===== src/rtl/wdog_pkg.sv =====
package wdog_pkg;

  // Word addresses (byte offset >> 2); software decodes these positions.
  localparam int WA_W = 10;
  localparam logic [WA_W-1:0] WA_RELOAD = 10'h000;
  localparam logic [WA_W-1:0] WA_COUNT  = 10'h001;
  localparam logic [WA_W-1:0] WA_CTRL   = 10'h002;
  localparam logic [WA_W-1:0] WA_ICLR   = 10'h003;
  localparam logic [WA_W-1:0] WA_RAW    = 10'h004;
  localparam logic [WA_W-1:0] WA_MSK    = 10'h005;
  localparam logic [WA_W-1:0] WA_LOCK   = 10'h300;
  localparam logic [WA_W-1:0] WA_TCTL   = 10'h3C0;
  localparam logic [WA_W-1:0] WA_TOUT   = 10'h3C1;

  localparam int ID_COUNT = 12;
  localparam logic [5:0] ID_PAGE  = 6'h3F;
  localparam logic [3:0] ID_FIRST = 4'd4;

  typedef struct packed {
    logic rst_en;   // bit 1
    logic irq_en;   // bit 0
  } ctrl_t;

  function automatic logic gate(input logic flag, input logic en);
    return flag & en;
  endfunction

  function automatic logic in_id_window(input logic [WA_W-1:0] wa);
    return (wa[9:4] == ID_PAGE) && (wa[3:0] >= ID_FIRST);
  endfunction

endpackage


===== src/rtl/wdog_counter.sv =====
module wdog_counter #(
  parameter int CNT_W = 32
) (
  input  logic             clk,
  input  logic             rst_n,
  input  logic             tick,
  input  logic             load_we,
  input  logic [CNT_W-1:0] load_val,
  input  logic             reload_req,
  input  logic             stop_req,
  output logic [CNT_W-1:0] count_q,
  output logic [CNT_W-1:0] load_q,
  output logic             run_q,
  output logic             expire_ev
);

  localparam logic [CNT_W-1:0] ONE = CNT_W'(1);

  logic bus_pri;
  logic step;

  function automatic logic [CNT_W-1:0] step_value(input logic [CNT_W-1:0] cur,
                                                  input logic [CNT_W-1:0] rel);
    return (cur == '0) ? rel : cur - ONE;
  endfunction

  assign bus_pri   = load_we | reload_req;
  assign step      = tick & run_q & ~bus_pri;
  assign expire_ev = step & (count_q == ONE);

  always_ff @(posedge clk or negedge rst_n) begin
    if (!rst_n) begin
      count_q <= '1;
      load_q  <= '1;
      run_q   <= 1'b1;
    end else if (load_we) begin
      load_q  <= load_val;
      count_q <= load_val;
      run_q   <= 1'b1;
    end else if (reload_req) begin
      count_q <= load_q;
    end else if (step) begin
      count_q <= step_value(count_q, load_q);
      if (stop_req) run_q <= 1'b0;
    end
  end

endmodule


===== src/rtl/wdog_status.sv =====
module wdog_status (
  input  logic clk,
  input  logic rst_n,
  input  logic expire_ev,
  input  logic clr_req,
  output logic raw_q,
  output logic res_q,
  output logic stop_req
);

  assign stop_req = expire_ev & raw_q;

  always_ff @(posedge clk or negedge rst_n) begin
    if (!rst_n) begin
      raw_q <= 1'b0;
      res_q <= 1'b0;
    end else begin
      if (clr_req)                  raw_q <= 1'b0;
      else if (expire_ev && !raw_q) raw_q <= 1'b1;
      if (stop_req)                 res_q <= 1'b1;
    end
  end

endmodule


===== src/rtl/wdog_outsel.sv =====
module wdog_outsel
  import wdog_pkg::*;
(
  input  logic       raw_q,
  input  logic       res_q,
  input  ctrl_t      ctrl_q,
  input  logic       tmode_q,
  input  logic [1:0] tout_q,
  output logic       irq_norm,
  output logic       irq,
  output logic       rst_req
);

  logic rst_norm;

  assign irq_norm = gate(raw_q, ctrl_q.irq_en);
  assign rst_norm = gate(res_q, ctrl_q.rst_en);
  assign irq      = tmode_q ? tout_q[1] : irq_norm;
  assign rst_req  = tmode_q ? tout_q[0] : rst_norm;

endmodule


===== src/rtl/apb_wdog_two_stage.sv =====
module apb_wdog_two_stage
  import wdog_pkg::*;
#(
  parameter int          CNT_W       = 32,
  parameter logic [31:0] UNLOCK_KEY  = 32'h1ACCE551,
  parameter bit          STICKY_CTRL = 1'b0,
  parameter logic [ID_COUNT-1:0][7:0] ID_BYTES = {
    8'hB1, 8'h05, 8'hF0, 8'h0D,
    8'h00, 8'h1B, 8'hB8, 8'h24,
    8'h00, 8'h00, 8'h00, 8'h04}
) (
  input  logic        pclk,
  input  logic        presetn,
  input  logic        psel,
  input  logic        penable,
  input  logic        pwrite,
  input  logic [11:0] paddr,
  input  logic [31:0] pwdata,
  output logic [31:0] prdata,
  output logic        pready,
  output logic        pslverr,
  input  logic        wdog_tick,
  output logic        wdog_irq,
  output logic        wdog_rst_req
);

  localparam int PAD_W = 32 - CNT_W;

  logic [WA_W-1:0]  wa;
  logic             wr, wr_ok, rd;
  logic             lock_q;
  ctrl_t            ctrl_q;
  logic             ctrl_open;
  logic             tmode_q;
  logic [1:0]       tout_q;
  logic             load_we, clr_we, ctrl_we, lock_we, tctl_we, tout_we;
  logic             locked_load_wr;
  logic [CNT_W-1:0] count_q, load_q;
  logic             run_q, expire_ev, stop_req;
  logic             raw_q, res_q, irq_norm;
  logic [3:0]       id_idx;
  logic             unused_addr;

  assign unused_addr = &{1'b0, paddr[1:0]};

  assign wa    = paddr[11:2];
  assign wr    = psel & penable & pwrite;
  assign rd    = psel & ~pwrite;
  assign wr_ok = wr & ~lock_q;

  assign ctrl_open = STICKY_CTRL ? ~ctrl_q.irq_en : 1'b1;

  assign load_we        = wr_ok & (wa == WA_RELOAD);
  assign clr_we         = wr_ok & (wa == WA_ICLR);
  assign ctrl_we        = wr_ok & (wa == WA_CTRL) & ctrl_open;
  assign lock_we        = wr & (wa == WA_LOCK);
  assign tctl_we        = wr_ok & (wa == WA_TCTL);
  assign tout_we        = wr_ok & (wa == WA_TOUT);
  assign locked_load_wr = wr & lock_q & (wa == WA_RELOAD);

  assign pready  = 1'b1;
  assign pslverr = 1'b0;

  always_ff @(posedge pclk or negedge presetn) begin
    if (!presetn) begin
      lock_q <= 1'b0;
      ctrl_q <= '0;
    end else begin
      if (lock_we) lock_q <= (pwdata != UNLOCK_KEY);
      if (ctrl_we) ctrl_q <= ctrl_t'(pwdata[1:0]);
    end
  end

  generate
    if (STICKY_CTRL) begin : g_no_test
      logic unused_test;
      assign unused_test = &{1'b0, tctl_we, tout_we};
      assign tmode_q = 1'b0;
      assign tout_q  = 2'b00;
    end else begin : g_test
      always_ff @(posedge pclk or negedge presetn) begin
        if (!presetn) begin
          tmode_q <= 1'b0;
          tout_q  <= 2'b00;
        end else begin
          if (tctl_we) tmode_q <= pwdata[0];
          if (tout_we) tout_q  <= pwdata[1:0];
        end
      end
    end
  endgenerate

  wdog_counter #(.CNT_W(CNT_W)) u_counter (
    .clk        (pclk),
    .rst_n      (presetn),
    .tick       (wdog_tick),
    .load_we    (load_we),
    .load_val   (pwdata[CNT_W-1:0]),
    .reload_req (clr_we),
    .stop_req   (stop_req),
    .count_q    (count_q),
    .load_q     (load_q),
    .run_q      (run_q),
    .expire_ev  (expire_ev)
  );

  wdog_status u_status (
    .clk       (pclk),
    .rst_n     (presetn),
    .expire_ev (expire_ev),
    .clr_req   (clr_we),
    .raw_q     (raw_q),
    .res_q     (res_q),
    .stop_req  (stop_req)
  );

  wdog_outsel u_outsel (
    .raw_q    (raw_q),
    .res_q    (res_q),
    .ctrl_q   (ctrl_q),
    .tmode_q  (tmode_q),
    .tout_q   (tout_q),
    .irq_norm (irq_norm),
    .irq      (wdog_irq),
    .rst_req  (wdog_rst_req)
  );

  assign id_idx = wa[3:0] - ID_FIRST;

  always_comb begin
    prdata = '0;
    if (rd) begin
      unique case (wa)
        WA_RELOAD: prdata = {{PAD_W{1'b0}}, load_q};
        WA_COUNT:  prdata = {{PAD_W{1'b0}}, count_q};
        WA_CTRL:   prdata = {30'b0, ctrl_q};
        WA_RAW:    prdata = {31'b0, raw_q};
        WA_MSK:    prdata = {31'b0, irq_norm};
        WA_LOCK:   prdata = {31'b0, lock_q};
        WA_TCTL:   prdata = {31'b0, tmode_q};
        WA_TOUT:   prdata = {30'b0, tout_q};
        default: begin
          if (in_id_window(wa)) prdata = {24'b0, ID_BYTES[id_idx]};
        end
      endcase
    end
  end

endmodule


===== config.mk =====
export PLATFORM = sky130hd
export DESIGN_NAME = apb_wdog_two_stage
export DESIGN_NICKNAME = d
export VERILOG_FILES = /design/src/rtl/wdog_pkg.sv /design/src/rtl/wdog_counter.sv /design/src/rtl/wdog_status.sv /design/src/rtl/wdog_outsel.sv /design/src/rtl/apb_wdog_two_stage.sv
export SDC_FILE = /design/constraint.sdc
export NUM_CORES = 1
export LEC_CHECK = 0
export ABC_AREA = 1
export BUFFER_PORTS_ARGS = -buffer_cell sky130_fd_sc_hd__buf_4
export CORE_MARGIN = 5
export CORE_UTILIZATION = 37
export CTS_CLUSTER_DIAMETER = 40
export DETAILED_ROUTE_END_ITERATION = 12
export MAX_ROUTING_LAYER = met4
export PLACE_DENSITY = 0.67
export SYNTH_ARGS = -nofsm -noshare
export SYNTH_HDL_FRONTEND = slang
export SYNTH_SLANG_ARGS = --single-unit
export TNS_END_PERCENT = 10

===== constraint.sdc =====
create_clock -name pclk -period 3.5 [get_ports pclk]
set_input_delay 0.525 -clock pclk [delete_from_list [all_inputs] [get_ports pclk]]
set_output_delay 0.525 -clock pclk [all_outputs]
set_load 0.02 [all_outputs]

==> results.yml, run 1 <==
outcome:
  outcome: "complete, no violations"
yosys:
  yosys-top-cells-count: "nand2_1 (310), nor2_1 (140), inv_1 (119)"
  synth_edf_count: 0
  async_flop_share_pct: 100
  synth-seq-area-share_pct: 32.9
  yosys_warnings: 0
  ys.flop_type: "dfstp_2"
  synth_most_common_cell: "nand2_1"
  yosysUniqueCellTypes: 34
  yosys-top-cells-area: "dfstp_2 (29%), nand2_1 (20%), nor2_1 (9.0%)"
  syn_nets: 1010
  yosys.area.top_type: "dfstp_2"
  synth_top_area_share_pct: 29.4
  syn_area_um2: 5810
  synth-seq-cells: 73
  synth.avg_cell_area_um2: 6.11
  synthCells: 950
cts:
  cts_made_buffers: 9
  cts_sinks: 73
  cts_setup_buffers: 0
  postCtsHoldBufs: 0
  cts-root-buf: "clkbuf_16"
  path_clk_slew_ns: 0.05
  cts_buffer_depth: 2
  cts_resized: 0
  cts_tree: "built"
  htreeDepth: 3
  clk-insertion-delay-late_ns: 0.35
grt:
  antenna_found_initial: 0
  overflow: 0
  grt.total_usage_pct: 20.3
  grt_pass1_wl_mm: 29.1
  grt_pass1_vias: 5746
  grt_max_degree: 74
detailed_routing:
  first_pass_iters: 5
  route.vias.total: 6131
  postRouteAntennaNets: 0
  wl_per_cell_um: 14.4
  drc_errors: 0
  wirelength_mm: 17.8
  drt_iter0_markers: 592
  viasPerCell: 4.96
sta:
  max_slew_margin_pct: 35.9
  period_needed_ns: 3.04
  skew_ns: 0.00942
  rsz0062_at_grt: "no"
  worst_pin_slew_ns: 0.961
  fin_crit_sh_pct: 86.8
  clock.fmax_mhz: 329
  layout_setup_ws_ns: 0.462
  setup_viol: 0
  tns_ns: 0
  slew_violations: 0
  hold_viol: 0
worst_setup_path:
  cp_max_fo: 24
  cp_data_required_time_ns: 2.97
  criticalPathCategory: "primary input to output pin"
  worstPathArrival_ns: 2.51
  worstSetupEndpointType: "output pin"
  start_kind: "primary input"
place:
  place_ws_ns: 0.483
  post_dp_cell_area_um2: 6590
  dp_hpwl_mm: 13.5
  place_congestion: 0.975
  io_buffers: 81
  place_inst: 1221
final_layout:
  instances_no_fill: 1237
  drive_gt1_share_pct: 19.2
  fin_nets: 1081
  diodes: 0
  area_delta_synth_final_pct: 18.6
  post-route-cell-area_um2: 6890
die:
  initial_utilization_pct: 37.9
  die_x_um: 135
  io_pins: 86
  core-area_um2: 15300
  dieArea_um2: 18300
  core.rowCount: 45
  dieHeight_um: 135
min_path:
  hold_class: "primary input to async pin"
pwr:
  leakagePower_nw: 3.53
  vdd_drop_max_mv: 0.202
  finalPower_w: 0.00190
  pwr_density_cell_nw_per_um2: 276
job:
  maxCapViolations: 0
[registers in the layout (all words and copies together), names as in the netlist]
register and cells:
u_counter.count_q 32, u_counter.load_q 32, ctrl_q 2, tout_q 2
lock_q 1, tmode_q 1, u_counter.run_q 1, u_status.raw_q 1
u_status.res_q 1
[placed cells by master, fill, tap and decap left out, types with 2 or more instances in the layout]
cell type / netlist / layout
clkbuf_8: 0 / 4
conb_1: 2 / 2
nor2_2: 3 / 3
xor2_1: 5 / 5
nand3b_1: 10 / 10
o21ai_1: 4 / 4
dfstp_2: 65 / 65
or2_2: 3 / 3
o21ai_0: 62 / 62
nor2_1: 140 / 140
nand3_1: 75 / 75
nand2_2: 3 / 3
nand4_1: 16 / 16
inv_2: 6 / 6
nor2_4: 2 / 2
nor3_1: 9 / 9
nand2_1: 310 / 310
clkbuf_16: 0 / 9
ha_1: 10 / 10
a21oi_1: 51 / 51
nor4_1: 2 / 2
nand3_2: 2 / 2
buf_4: 8 / 94
and2_1: 2 / 2
inv_1: 119 / 119
dfrtp_1: 8 / 8
[area by class of cell]
| class | instances | area, um2 |
|---|---|---|
| Clock inverter | 3 | 21.3 |
| Tap cell | 211 | 264 |
| Multi-Input combinational cell | 717 | 3240 |
| Timing Repair Buffer | 94 | 706 |
| Sequential cell | 73 | 1910 |
| Inverter | 126 | 473 |
| Clock buffer | 13 | 280 |
| Fill cell | 1654 | 8430 |
[power breakdown]
part           total, W  internal [W]  switching, W
logic          0.000121     0.0000488     0.0000721
clock network  0.000935      0.000559      0.000376
registers      0.000849      0.000848   0.000000243
[cell families (layout without fill, tap and decap cells)]
group	count (synthesis)	count (layout)	synth area share (%)
flops	73	73	32.9
buf+inv	160	236	11.4
xor+xnor	5	5	0.754
simple gates	581	581	42.3
fa+ha+maj	10	10	2.15
other cells	2	2	0.129
compound gates	119	119	10.4
[critical path: stages]
cell and delay, ns:
buf_4 0.12, inv_1 0.12, ha_1 0.28, nand2_2 0.10
inv_2 0.06, nand3_1 0.09, inv_1 0.13, nor2_1 0.06
nand4_2 0.13, nand2_2 0.35, a21oi_1 0.35, buf_4 0.20
[through the flow]
stage / util (%) / hold WS [ns]
5_1_grt: 45.0 / 0.415
6_report: 45.0 / 0.375
2_1_floorplan: - / 0.229
3_5_place_dp: 43.0 / 0.459
3_3_place_gp: 43.0 / 0.454
4_1_cts: 45.0 / 0.381
[metal layers]
| layer | global-route usage, % | vias to the layer above | part of all wire, % |
|---|---|---|---|
| li1 | - | 3119 | - |
| met1 | 26.9 | 2836 | 46 |
| met2 | 31.7 | 152 | 46 |
| met3 | 3.94 | 24 | 5.7 |
| met4 | 5.66 | 0 | 1.8 |
| met5 | - | - | 0 |
[final timing paths]
kind | start | cells after the start | slack [ns] | endpoint
worst max-delay path | paddr[4] | 12 | 0.46 | prdata[9]
worst min-delay path | presetn | 1 | 0.37 | u_status.res_q
worst max register to register | u_counter.count_q[0] | 10 | 1.06 | u_counter.count_q[7]
worst min register to register | u_status.res_q | 2 | 0.47 | u_status.res_q
max in group asynchronous | presetn | 1 | 2.54 | ctrl_q[1]
min in group pclk | pwdata[22] | 3 | 0.40 | u_counter.load_q[22]
(Power assumes the default switching activity.)
==> inputs of run 2 (changes only) <==
--- a/constraint.sdc
+++ b/constraint.sdc
@@ -3,2 +3,2 @@
 set_output_delay 0.525 -clock pclk [all_outputs]
-set_load 0.02 [all_outputs]
+set_load 0.1 [all_outputs]
==> run 2 against run 1 <==
Hold slack worse by 0.0043 ns. Clock skew barely moved. Die area did not move. Sequential cell count stayed put. Critical path depth up 1. Sequential power about the same. Register-to-register slack got worse by 0.02 ns. First-iteration DRC count decreased by 1.7%. Utilization grew 0.22 points.
==> results.yml, run 2 (synthesized netlist as in run 1, its figures left out) <==
detailed_routing:
  drc_errors: 0
  first_pass_iters: 5
  viasPerCell: 4.98
  wirelength_mm: 18.0
  drt_iter0_markers: 582
  route.vias.total: 6176
  wl_per_cell_um: 14.6
  postRouteAntennaNets: 0
sta:
  fin_crit_sh_pct: 91.9
  skew_ns: 0.00917
  max_slew_margin_pct: 34.2
  slew_violations: 0
  rsz0062_at_grt: "no"
  hold_viol: 0
  worst_pin_slew_ns: 0.988
  setup_viol: 0
  clock.fmax_mhz: 311
  period_needed_ns: 3.22
final_layout:
  fin_nets: 1085
  final_cell_mix: "nand2_1 (310), nor2_1 (140), inv_1 (119), buf_4 (97), nand3_1 (75)"
  area_delta_synth_final_pct: 19.2
  post-route-cell-area_um2: 6920
  final_common_cell: "nand2_1"
  top_regs: "u_counter.count_q (32), u_counter.load_q (32)"
  instances_no_fill: 1240
  diodes: 0
  drive_gt1_share_pct: 19.3
worst_setup_path:
  criticalPathCategory: "primary input to output pin"
  reg2reg_slack_ns: 1.04
  reg2reg_to: "u_counter.count_q[7]"
  reg2reg_from: "u_counter.count_q[0]"
  worstSetupEndpointType: "output pin"
  start_kind: "primary input"
  worst_r2r_path_depth: 10
  cp_data_required_time_ns: 2.97
  worstPathArrival_ns: 2.69
  cp_max_fo: 14
cts:
  path_clk_slew_ns: 0.06
  clk-insertion-delay-late_ns: 0.35
  cts_sinks: 73
  htreeDepth: 3
  cts_made_buffers: 9
  cts_setup_buffers: 0
  cts-root-buf: "clkbuf_16"
  postCtsHoldBufs: 0
  cts_resized: 0
  cts_buffer_depth: 2
  cts_tree: "built"
die:
  initial_utilization_pct: 37.9
  core.rowCount: 45
  core-area_um2: 15300
  dieHeight_um: 135
  die_x_um: 135
  dieArea_um2: 18300
  io_pins: 86
pwr:
  vdd_drop_max_mv: 0.250
  leakagePower_nw: 3.54
  pwr_density_cell_nw_per_um2: 278
grt:
  overflow: 0
  antenna_found_initial: 0
  grt.total_usage_pct: 20.5
  grt_max_degree: 74
  grt_pass1_vias: 5853
  grt_pass1_wl_mm: 29.2
place:
  post_dp_cell_area_um2: 6630
  place_congestion: 0.930
  place_inst: 1225
  dp_hpwl_mm: 13.5
  io_buffers: 81
outcome:
  outcome: "complete, no violations"
min_path:
  hold_class: "primary input to async pin"
job:
  maxCapViolations: 0
==> run 2: area by class of cell <==
type | instances | area (um2)
Timing Repair Buffer | 98 | 748
Tap cell | 211 | 264
Clock inverter | 3 | 42.5
Multi-Input combinational cell | 717 | 3240
Sequential cell | 73 | 1910
Fill cell | 1640 | 8390
Inverter | 126 | 473
Clock buffer | 12 | 246
==> run 2: through the flow <==
step	utilization, %	power, W	setup WS [ns]	hold WS [ns]	TNS (ns)
3_3_place_gp	43.3	0.000994	0.351	0.463	0
2_1_floorplan	-	0.000914	-0.192	0.229	-3.92
5_1_grt	45.2	0.00198	0.143	0.413	0
4_1_cts	45.2	0.00194	0.329	0.380	0
3_5_place_dp	43.3	0.000994	0.338	0.466	0
6_report	45.2	0.00192	0.284	0.370	0
==> run 2: how the worst max path moves through the flow <==
| stage | startpoint | to | slack (ns) | depth (start not counted) |
|---|---|---|---|---|
| 2_1_floorplan | paddr[4] | prdata[11] | -0.19 | 11 |
| 3_3_place_gp | paddr[4] | prdata[0] | 0.35 | 13 |
| 3_5_place_dp | paddr[4] | prdata[29] | 0.34 | 13 |
| 4_1_cts | paddr[4] | prdata[29] | 0.33 | 13 |
| 5_1_grt | paddr[4] | prdata[0] | 0.14 | 13 |
| 6_report | paddr[4] | prdata[29] | 0.28 | 13 |
==> run 2: power by group <==
| group | switching, W | internal, W |
|---|---|---|
| clock | 0.000373 | 0.000567 |
| sequential | 0.000000243 | 0.000848 |
| combinational | 0.0000839 | 0.0000497 |
| total | 0.000458 | 0.00147 |
==> run 2: layer usage <==
layer / vias to the layer above / global-route usage (%) / wire, um
li1: 3136 / - / -
met1: 2843 / 27.2 / 8370
met2: 174 / 32.2 / 8250
met3: 23 / 3.45 / 1050
met4: 0 / 6.33 / 377
met5: - / - / 0
==> run 2: critical path, cell delays in order <==
cell	delay [ns]
buf_4	0.12
inv_1	0.13
ha_1	0.30
nand2_2	0.11
inv_2	0.07
nand3_1	0.10
inv_1	0.14
nor2_1	0.06
nand4_2	0.14
nand2_2	0.24
buf_12	0.24
a21oi_1	0.18
buf_4	0.33
==> inputs of run 3 (changes only) <==
ABC_AREA = unset   (was 1)
==> run 3 against run 2 <==
Global-route usage is 1.9 points higher. Critical path type unchanged. Via count shrank 14%. Die area fell by 12%. Fmax increased by 0.21%. First-iteration DRC count fell by 21%.
==> results.yml, run 3 <==
sta:
  setup_viol: 0
  period_needed_ns: 3.21
  slew_violations: 0
  hold_viol: 0
  rsz0062_at_grt: "no"
  fin_crit_sh_pct: 91.7
  skew_ns: 0.00609
  clock.fmax_mhz: 312
  hold_ws_ns: 0.366
  worst_pin_slew_ns: 0.937
  max_slew_margin_pct: 37.5
grt:
  grt_pass1_wl_mm: 28.5
  grt_max_degree: 74
  grt_pass1_vias: 5375
  antenna_found_initial: 0
  grt.total_usage_pct: 22.4
  overflow: 0
yosys:
  yosys_warnings: 0
  syn_area_um2: 5060
  synth.avg_cell_area_um2: 8.07
  synth_edf_count: 0
  async_flop_share_pct: 100
  synth_most_common_cell: "nand2_1"
  synth-seq-area-share_pct: 37.7
  yosysUniqueCellTypes: 66
  synthCells: 627
  yosys-top-cells-count: "nand2_1 (131), dfstp_2 (65), nor2_1 (55)"
  syn_nets: 687
  ys.flop_type: "dfstp_2"
  yosys.area.top_type: "dfstp_2"
  synth_top_area_share_pct: 33.8
  yosys-top-cells-area: "dfstp_2 (34%), nand2_1 (9.7%), a22oi_1 (4.6%)"
  synth-seq-cells: 73
worst_setup_path:
  path_delay_family: "simple AND/OR/NAND/NOR gates"
  crit_chain: "buf_4 -> or4_1 -> a21oi_1 -> a221oi_1 -> or2_2 -> buf_4 -> nor2_1 -> buf_4"
  worstPathArrival_ns: 2.68
  max_stage_delay_ns: 0.69
  cp_num_buf_inv: 3
  start_kind: "primary input"
  crit_slowest_cell: "or4_1"
  worstSetupEndpointType: "output pin"
  cp_data_required_time_ns: 2.97
  criticalPathCategory: "primary input to output pin"
  cp_common_cell: "buf_4"
  cp_max_fo: 16
detailed_routing:
  wl_per_cell_um: 19.3
  drc_errors: 0
  viasPerCell: 5.97
  drt_iter0_markers: 460
  wirelength_mm: 17.2
  first_pass_iters: 5
  postRouteAntennaNets: 0
  route.vias.total: 5293
final_layout:
  nFillCells: 1358
  final_cell_mix: "nand2_1 (131), buf_4 (109), dfstp_2 (65), a21oi_1 (44), nor2_1 (34)"
  drive_gt1_share_pct: 32.3
  top_regs: "u_counter.count_q (32), u_counter.load_q (32)"
  diodes: 0
  area_delta_synth_final_pct: 25.2
  final_common_cell: "nand2_1"
  fin_nets: 766
  instances_no_fill: 887
cts:
  cts-root-buf: "clkbuf_16"
  cts_setup_buffers: 0
  cts_made_buffers: 9
  clk-insertion-delay-late_ns: 0.34
  cts_sinks: 73
  htreeDepth: 3
  cts_buffer_depth: 2
  cts_resized: 0
  postCtsHoldBufs: 0
  cts_tree: "built"
  path_clk_slew_ns: 0.06
die:
  dieArea_um2: 16100
  core-area_um2: 13300
  io_pins: 86
  die_x_um: 127
  core.rowCount: 42
  dieHeight_um: 127
  initial_utilization_pct: 37.9
job:
  maxCapViolations: 0
place:
  place_inst: 871
  place_congestion: 0.907
  io_buffers: 81
  dp_hpwl_mm: 12.5
outcome:
  outcome: "complete, no violations"
pwr:
  leakagePower_nw: 2.57
  vdd_drop_max_mv: 0.200
  pwr_density_cell_nw_per_um2: 301
min_path:
  hold_class: "primary input to async pin"
-- run 3: through the flow --
stage	util, %	setup TNS [ns]	total power, W	setup slack [ns]	area, um2
after floorplan	-	-3.35	0.000910	-0.212	5130
after global placement	45.3	0	0.000997	0.265	6040
after detailed placement	45.3	0	0.000999	0.326	6040
after CTS	47.4	0	0.00192	0.301	6330
after global routing	47.4	0	0.00197	0.153	6330
final	47.4	0	0.00191	0.291	6330
-- run 3: where the power goes --
part           leakage [nW]  switching [W]  internal [W]  total, W
clock                 0.144       0.000351      0.000570  0.000921
sequential            0.777    0.000000999      0.000849  0.000850
combinational          1.65      0.0000808     0.0000559  0.000137
-- run 3: cell families (layout without fill, tap and decap cells) --
kind of cell / count (synthesis) / in the layout / synth area share [%]
adder cells (fa/ha/maj): 10 / 10 / 2.47
flip-flops: 73 / 73 / 37.7
multiplexers: 6 / 6 / 1.34
buffers and inverters: 55 / 139 / 4.65
XOR/XNOR: 9 / 9 / 1.56
AND/OR/NAND/NOR: 300 / 300 / 28.8
AO/OA/AOI/OAI: 172 / 172 / 23.3
other: 2 / 2 / 0.148
-- run 3: path summary, 6_finish.rpt --
kind	start	to	slack (ns)	depth (start not counted)
max	paddr[9]	prdata[8]	0.29	8
min	presetn	u_status.raw_q	0.37	1
max reg2reg	u_counter.count_q[4]	u_counter.count_q[27]	0.63	6
min reg2reg	u_counter.load_q[16]	u_counter.load_q[16]	0.47	2
max in group asynchronous	presetn	tout_q[0]	2.57	1
min in group pclk	pwdata[30]	u_counter.load_q[30]	0.40	3
-- run 3: routing by layer --
metal | wire length (um) | GRT usage (%)
met3 | 1380 | 4.08
met4 | 433 | 6.62
met5 | 0 | -
met2 | 7950 | 35.0
met1 | 7400 | 29.8
-- run 3: area by class of cell --
| type | instances | area, um2 | area share (%) |
|---|---|---|---|
| Inverter | 11 | 41.3 | 0.652 |
| Multi-Input combinational cell | 499 | 2990 | 47.3 |
| Clock inverter | 3 | 40.0 | 0.632 |
| Tap cell | 176 | 220 | 3.48 |
| Sequential cell | 73 | 1910 | 30.1 |
| Clock buffer | 13 | 250 | 3.95 |
| Timing Repair Buffer | 112 | 878 | 13.9 |
